===== config.mk =====
export PLATFORM = sky130hd
export DESIGN_NAME = xbus_ctrl
export DESIGN_NICKNAME = d
export VERILOG_FILES = /design/src/rtl/xbus_pkg.sv /design/src/rtl/xbus_ctrl_fsm.sv /design/src/rtl/xbus_ctrl_dp.sv /design/src/rtl/xbus_ctrl.sv
export SDC_FILE = /design/constraint.sdc
export NUM_CORES = 1
export LEC_CHECK = 0
export ABC_AREA = 1
export ABC_CLOCK_PERIOD_IN_PS = 1300
export BUFFER_PORTS_ARGS = -buffer_cell sky130_fd_sc_hd__buf_2
export CAP_MARGIN = 25
export CORE_ASPECT_RATIO = 2
export CORE_MARGIN = 2
export CORE_UTILIZATION = 45
export DETAILED_ROUTE_END_ITERATION = 6
export GPL_TIMING_DRIVEN = 0
export PLACE_DENSITY_LB_ADDON = 0.12
export SYNTH_ARGS = -nofsm -noshare
export SYNTH_HDL_FRONTEND = slang
export SYNTH_SLANG_ARGS = --single-unit

===== constraint.sdc =====
create_clock -name clk -period 1.3 [get_ports clk]
set_input_delay 0 -clock clk [delete_from_list [all_inputs] [get_ports clk]]
set_output_delay 0 -clock clk [all_outputs]
set_load 0.02 [all_outputs]

===== src/rtl/xbus_pkg.sv =====
package xbus_pkg;

  typedef enum logic [2:0] {
    ST_IDLE,
    ST_ADDR,
    ST_LATCH,
    ST_TURN,
    ST_STROBE,
    ST_RECOVER
  } busState_t;

  // strobes from the sequencer to the datapath
  typedef struct packed {
    logic load;       // take a new request into the address/data registers
    logic ale;        // latch strobe level
    logic driveAddr;  // shared port carries the low address byte
    logic driveData;  // shared port carries the write byte
    logic rdLow;      // read strobe asserted
    logic wrLow;      // write strobe asserted
    logic capture;    // sample the shared port into the read register
    logic done;       // last cycle of the transfer
  } busCtl_t;

endpackage


===== src/rtl/xbus_ctrl_fsm.sv =====
module xbus_ctrl_fsm
  import xbus_pkg::*;
#(
  parameter int STROBE_CYC = 2
) (
  input  logic    clk,
  input  logic    rstN,
  input  logic    reqValid,
  input  logic    reqWrite,
  output logic    ready,
  output busCtl_t ctl
);

  localparam int CNT_W = (STROBE_CYC > 1) ? $clog2(STROBE_CYC) : 1;
  localparam logic [CNT_W-1:0] CNT_LAST = CNT_W'(STROBE_CYC - 1);

  busState_t       state, stateNext;
  logic            opWrite;
  logic [CNT_W-1:0] strobeCnt;
  logic            lastStrobe;

  assign lastStrobe = (strobeCnt == CNT_LAST);

  always_comb begin
    stateNext = state;
    case (state)
      ST_IDLE:    if (reqValid) stateNext = ST_ADDR;
      ST_ADDR:    stateNext = ST_LATCH;
      ST_LATCH:   stateNext = ST_TURN;
      ST_TURN:    stateNext = ST_STROBE;
      ST_STROBE:  if (lastStrobe) stateNext = ST_RECOVER;
      ST_RECOVER: stateNext = ST_IDLE;
      default:    stateNext = ST_IDLE;
    endcase
  end

  always_ff @(posedge clk or negedge rstN) begin
    if (!rstN) begin
      state     <= ST_IDLE;
      opWrite   <= 1'b0;
      strobeCnt <= '0;
    end else begin
      state <= stateNext;
      if (state == ST_IDLE && reqValid) opWrite <= reqWrite;
      if (state == ST_STROBE && !lastStrobe) strobeCnt <= strobeCnt + 1'b1;
      else strobeCnt <= '0;
    end
  end

  always_comb begin
    ctl = '0;
    case (state)
      ST_IDLE:    ctl.load = reqValid;
      ST_ADDR: begin
        ctl.ale       = 1'b1;
        ctl.driveAddr = 1'b1;
      end
      ST_LATCH:   ctl.driveAddr = 1'b1;
      ST_TURN:    ctl.driveData = opWrite;
      ST_STROBE: begin
        ctl.rdLow     = !opWrite;
        ctl.wrLow     = opWrite;
        ctl.driveData = opWrite;
        ctl.capture   = !opWrite && lastStrobe;
      end
      ST_RECOVER: begin
        ctl.driveData = opWrite;
        ctl.done      = 1'b1;
      end
      default: ctl = '0;
    endcase
  end

  assign ready = (state == ST_IDLE);

  AST_STROBE_EXCL: assert property (@(posedge clk) disable iff (!rstN)
    !(ctl.rdLow && ctl.wrLow));
  AST_IDLE_QUIET: assert property (@(posedge clk) disable iff (!rstN)
    ready |-> !(ctl.rdLow || ctl.wrLow || ctl.ale));
  AST_ALE_SINGLE: assert property (@(posedge clk) disable iff (!rstN)
    ctl.ale |=> !ctl.ale);
  AST_DONE_PULSE: assert property (@(posedge clk) disable iff (!rstN)
    ctl.done |=> (!ctl.done && ready));
  AST_CAPTURE_IN_RD: assert property (@(posedge clk) disable iff (!rstN)
    ctl.capture |=> ctl.done);

endmodule


===== src/rtl/xbus_ctrl_dp.sv =====
module xbus_ctrl_dp
  import xbus_pkg::*;
#(
  parameter int ADDR_W = 16,
  parameter int DATA_W = 8
) (
  input  logic              clk,
  input  logic              rstN,
  input  busCtl_t           ctl,
  input  logic [ADDR_W-1:0] reqAddr,
  input  logic [DATA_W-1:0] reqWdata,
  input  logic [DATA_W-1:0] busAdIn,
  output logic [DATA_W-1:0] busAdOut,
  output logic              busAdOe,
  output logic [ADDR_W-DATA_W-1:0] busAddrHi,
  output logic              busAle,
  output logic              busRdN,
  output logic              busWrN,
  output logic [DATA_W-1:0] rspRdata,
  output logic              rspDone
);

  localparam int HI_W = ADDR_W - DATA_W;

  logic [ADDR_W-1:0] addrQ;
  logic [DATA_W-1:0] wdataQ;
  logic [DATA_W-1:0] rdataQ;

  always_ff @(posedge clk or negedge rstN) begin
    if (!rstN) begin
      addrQ  <= '0;
      wdataQ <= '0;
      rdataQ <= '0;
    end else begin
      if (ctl.load) begin
        addrQ  <= reqAddr;
        wdataQ <= reqWdata;
      end
      if (ctl.capture) rdataQ <= busAdIn;
    end
  end

  always_comb begin
    if (ctl.driveAddr)      busAdOut = addrQ[DATA_W-1:0];
    else if (ctl.driveData) busAdOut = wdataQ;
    else                    busAdOut = '0;
  end

  assign busAdOe   = ctl.driveAddr | ctl.driveData;
  assign busAddrHi = addrQ[ADDR_W-1:DATA_W];
  assign busAle    = ctl.ale;
  assign busRdN    = ~ctl.rdLow;
  assign busWrN    = ~ctl.wrLow;
  assign rspRdata  = rdataQ;
  assign rspDone   = ctl.done;

  AST_RD_FLOAT: assert property (@(posedge clk) disable iff (!rstN)
    !busRdN |-> !busAdOe);
  AST_WR_DRIVE: assert property (@(posedge clk) disable iff (!rstN)
    !busWrN |-> (busAdOe && busAdOut == wdataQ));
  AST_WR_HOLD: assert property (@(posedge clk) disable iff (!rstN)
    $rose(busWrN) |-> busAdOe);
  AST_HI_STABLE: assert property (@(posedge clk) disable iff (!rstN)
    (!ctl.load && !busAle && !$past(ctl.load)) |-> $stable(busAddrHi));
  AST_RDATA_HOLD: assert property (@(posedge clk) disable iff (!rstN)
    !$past(ctl.capture) |-> $stable(rspRdata));

  if (HI_W < 1) begin : g_bad_width
    initial $error("ADDR_W must exceed DATA_W");
  end

endmodule


===== src/rtl/xbus_ctrl.sv =====
module xbus_ctrl
  import xbus_pkg::*;
#(
  parameter int ADDR_W     = 16,
  parameter int DATA_W     = 8,
  parameter int STROBE_CYC = 2
) (
  input  logic              clk,
  input  logic              rstN,
  input  logic              reqValid,
  input  logic              reqWrite,
  input  logic [ADDR_W-1:0] reqAddr,
  input  logic [DATA_W-1:0] reqWdata,
  output logic              reqReady,
  output logic [DATA_W-1:0] rspRdata,
  output logic              rspDone,
  output logic [DATA_W-1:0] busAdOut,
  input  logic [DATA_W-1:0] busAdIn,
  output logic              busAdOe,
  output logic [ADDR_W-DATA_W-1:0] busAddrHi,
  output logic              busAle,
  output logic              busRdN,
  output logic              busWrN
);

  busCtl_t ctl;

  xbus_ctrl_fsm #(.STROBE_CYC(STROBE_CYC)) fsm_i (
    .clk      (clk),
    .rstN     (rstN),
    .reqValid (reqValid),
    .reqWrite (reqWrite),
    .ready    (reqReady),
    .ctl      (ctl)
  );

  xbus_ctrl_dp #(.ADDR_W(ADDR_W), .DATA_W(DATA_W)) dp_i (
    .clk       (clk),
    .rstN      (rstN),
    .ctl       (ctl),
    .reqAddr   (reqAddr),
    .reqWdata  (reqWdata),
    .busAdIn   (busAdIn),
    .busAdOut  (busAdOut),
    .busAdOe   (busAdOe),
    .busAddrHi (busAddrHi),
    .busAle    (busAle),
    .busRdN    (busRdN),
    .busWrN    (busWrN),
    .rspRdata  (rspRdata),
    .rspDone   (rspDone)
  );

  AST_BUSY_NO_ALE: assert property (@(posedge clk) disable iff (!rstN)
    (busAle && !reqReady) |=> (!busAle && !reqReady));

endmodule


==> metrics.yaml <==
antenna_cells: 0
cellPowerDensity_mw_per_mm2: 2400
violations: "setup timing"
first_pass_iters: 4
max_cap_viol_count: 0
run_status: "complete, but fails checks"
slew_headroom_pct: 45.0
die-width_um: 48.6
hold_depth: 3
placementRows: 32
cts-buffers-inserted: 5
tritoncts: "built"
min_to: "fsm_i.opWrite$_DFFE_PN0P_"
synth_nets: 249
crit_type: "reg -> out"
postSynthCellCount: 213
drc: 0
min-delay-start: "reqValid"
ios: 66
grt_overflow_total: 0
hold_violations: 0
grt_max_degree: 38
root_buffer: "clkbuf_8"
path_clk_slew_ns: 0.07
antenna_found_initial: 0
dp_hpwl_um: 3250
rrSetupSlack_ns: -0.07
vdd_drop_max_v: 0.00195
min_period_ns: 1.46
cp.required_ns: 1.30
io_buffers: 64
drv_slew: 0
routed_via_density: 5.07
worstPathCellList: "buf_4 > a21oi_4 > nand3_1 > nand2_2 > buf_6"
synth_area_mm2: 0.00179
end_kind: "output port"
grt_pass1_wl_um: 8930
start_util_pct: 46.5
seq_area_um2: 930
h-tree-depth: 2
die_y_um: 93.2
fin_nets: 376
timing.final.ws_setup_ns: -0.156
grtUsageTotal_pct: 25.6
max_freq_mhz: 687
syn_to_final_growth_pct: 71.3
reg2regPathDepth: 6
slowest_stage: "dfrtp_2"
grt_pass1_vias: 1977
ys_seq_area_share_pct: 51.7
ys_top_cells_by_area: "dfrtp_1 52%, nand2_1 19%, nand4_1 12%"
multi_input_area_um2: 811
fin_util_pct: 79.8
postRouteWirelength_um: 5780
p_leak_nw: 1.58
vias: 1984
crit_arrival_ns: 1.46
first_iter_violations: 85
cts_num_sinks: 37
drive_above_1_share_pct: 41.2
syn_area_per_cell_um2: 8.40
fin_crit_sh_pct: 112
setup_tns_ns: -2.15
cts_buffer_depth: 2
synth_ff_type: "dfrtp_1"
crit_path_max_fanout: 5
slowest_delay_ns: 0.49
crit_path_start_kind: "flip-flop"
yosysMostFrequentCell: "nand2_1"
total_power_w: 0.00737
reg2reg_from: "fsm_i.state[1]$_DFFE_PN0P_"
ys_ff_latch: 37
ys_warn_count: 0
setup_viol: 35
clock_skew_ns: 0.00622
dieArea_mm2: 0.00453
yosysTopAreaCellShare_pct: 51.7
core_area_mm2: 0.00384
rsz0062_at_grt: "true"
hold_class: "in -> reg"
placed_area_mm2: 0.00217
whs_ns: 0.0760
synth_largest_area_cell: "dfrtp_1"
synth-edff-count: 0
n_fill_cell: 265
ant_nets: 0
insertion_delay_ns: 0.29
wl_per_cell_um: 14.8
async_reset_ff_share_pct: 100
globalplace.congestion: 0.791
worst_r2r_endpoint: "dp_i.wdataQ[0]$_DFFE_PN0P_"
ys_types: 20
fin_area_mm2: 0.00307
ys_top_cells_by_count: "89 x nand2_1, 37 x dfrtp_1, 33 x nand4_1"
worst_slew_pin_slew_ns: 0.826
## placed cells by master, fill, tap and decap left out
master,Yosys,final
nor2_2,1,1
o21ai_2,0,1
inv_1,6,3
nor3_2,0,1
o21bai_1,1,1
dfrtp_2,0,3
dfrtp_1,37,34
buf_1,2,2
nand3_4,0,2
nor2_1,3,1
nand3_1,11,9
nand2_2,1,6
inv_8,0,1
a21oi_4,0,2
buf_2,6,51
nor2_4,2,5
dlygate4sd3_1,0,34
buf_6,1,22
nand2_1,89,81
buf_4,14,27
nand3_2,1,1
nand4_1,33,33
clkbuf_1,0,1
buf_8,0,4
inv_2,1,2
nand2_8,0,1
clkbuf_8,0,6
o21ai_0,1,1
clkbuf_16,0,1
inv_4,0,1
nand2_4,0,2
## worst max-delay path: cells and delay by family, from the launching register on
kind | cells | cell delay [ns]
AND/OR/NAND/NOR | 2 | 0.21
buffers and inverters | 2 | 0.28
flip-flops | 1 | 0.49
AO/OA/AOI/OAI | 1 | 0.18
## kinds of logic after synthesis
logic type      count (synthesis)  share of synthesized area [%]
compound gates                  4                           1.47
buf+inv                        30                           10.1
flops                          37                           51.7
simple gates                  142                           36.7
## power by group
part	internal [W]	switching, W
logic	0.00204	0.00246
registers	0.00169	0.000380
clock network	0.000421	0.000383
total	0.00415	0.00322
## per-layer routing
layer	part of all wire, %	track usage, %
met5	0	0
met4	2.1	10.0
met3	4.3	4.63
met2	58	52.0
met1	35	24.4
## final cells by class
| cell class | instances | share of cell area (%) |
|---|---|---|
| timing repair buffer | 118 | 30.1 |
| multi-input combinational | 148 | 26.4 |
| clock buffer | 7 | 2.82 |
| tap | 51 | 2.08 |
| buffer | 23 | 7.02 |
| inverter | 7 | 1.18 |
| sequential | 37 | 30.3 |
## how the worst max path moves through the flow
stage	startpoint	end	slack, ns	cells past startpoint
final	fsm_i.state[1]$_DFFE_PN0P_	busAdOut[1]	-0.16	5
after CTS	fsm_i.state[1]$_DFFE_PN0P_	busAdOut[3]	-0.12	6
after global placement	fsm_i.opWrite$_DFFE_PN0P_	dp_i.rspRdata[5]$_DFFE_PN0P_	-0.07	4
after global routing	fsm_i.state[2]$_DFFE_PN0P_	busAdOut[4]	-0.20	5
after detailed placement	fsm_i.opWrite$_DFFE_PN0P_	dp_i.rspRdata[5]$_DFFE_PN0P_	-0.08	4
after floorplan	fsm_i.state[2]$_DFFE_PN0P_	reqReady	0.14	3
## metrics by stage
step / setup slack (ns) / std cells
after floorplan: 0.136 / 213
after global placement: -0.0700 / 328
after detailed placement: -0.0805 / 328
after CTS: -0.122 / 379
after global routing: -0.199 / 391
final: -0.156 / 391
## what timing repair did
action	4_1_cts	5_1_grt
cloned	3	1
hold buffers	33	1
setup buffers	8	10
pin swaps	5	17
endpoints found under the setup margin	21	44
resized for setup	51	34
hold endpoints to repair	69	1
## registers in the layout (all words and copies together), names as in the netlist
register and count:
fsm_i.opWrite 1, dp_i.addrQ 16, fsm_i.state 3, dp_i.wdataQ 8
dp_i.rspRdata 8, fsm_i.lastStrobe 1
(Power assumes the default switching activity.)
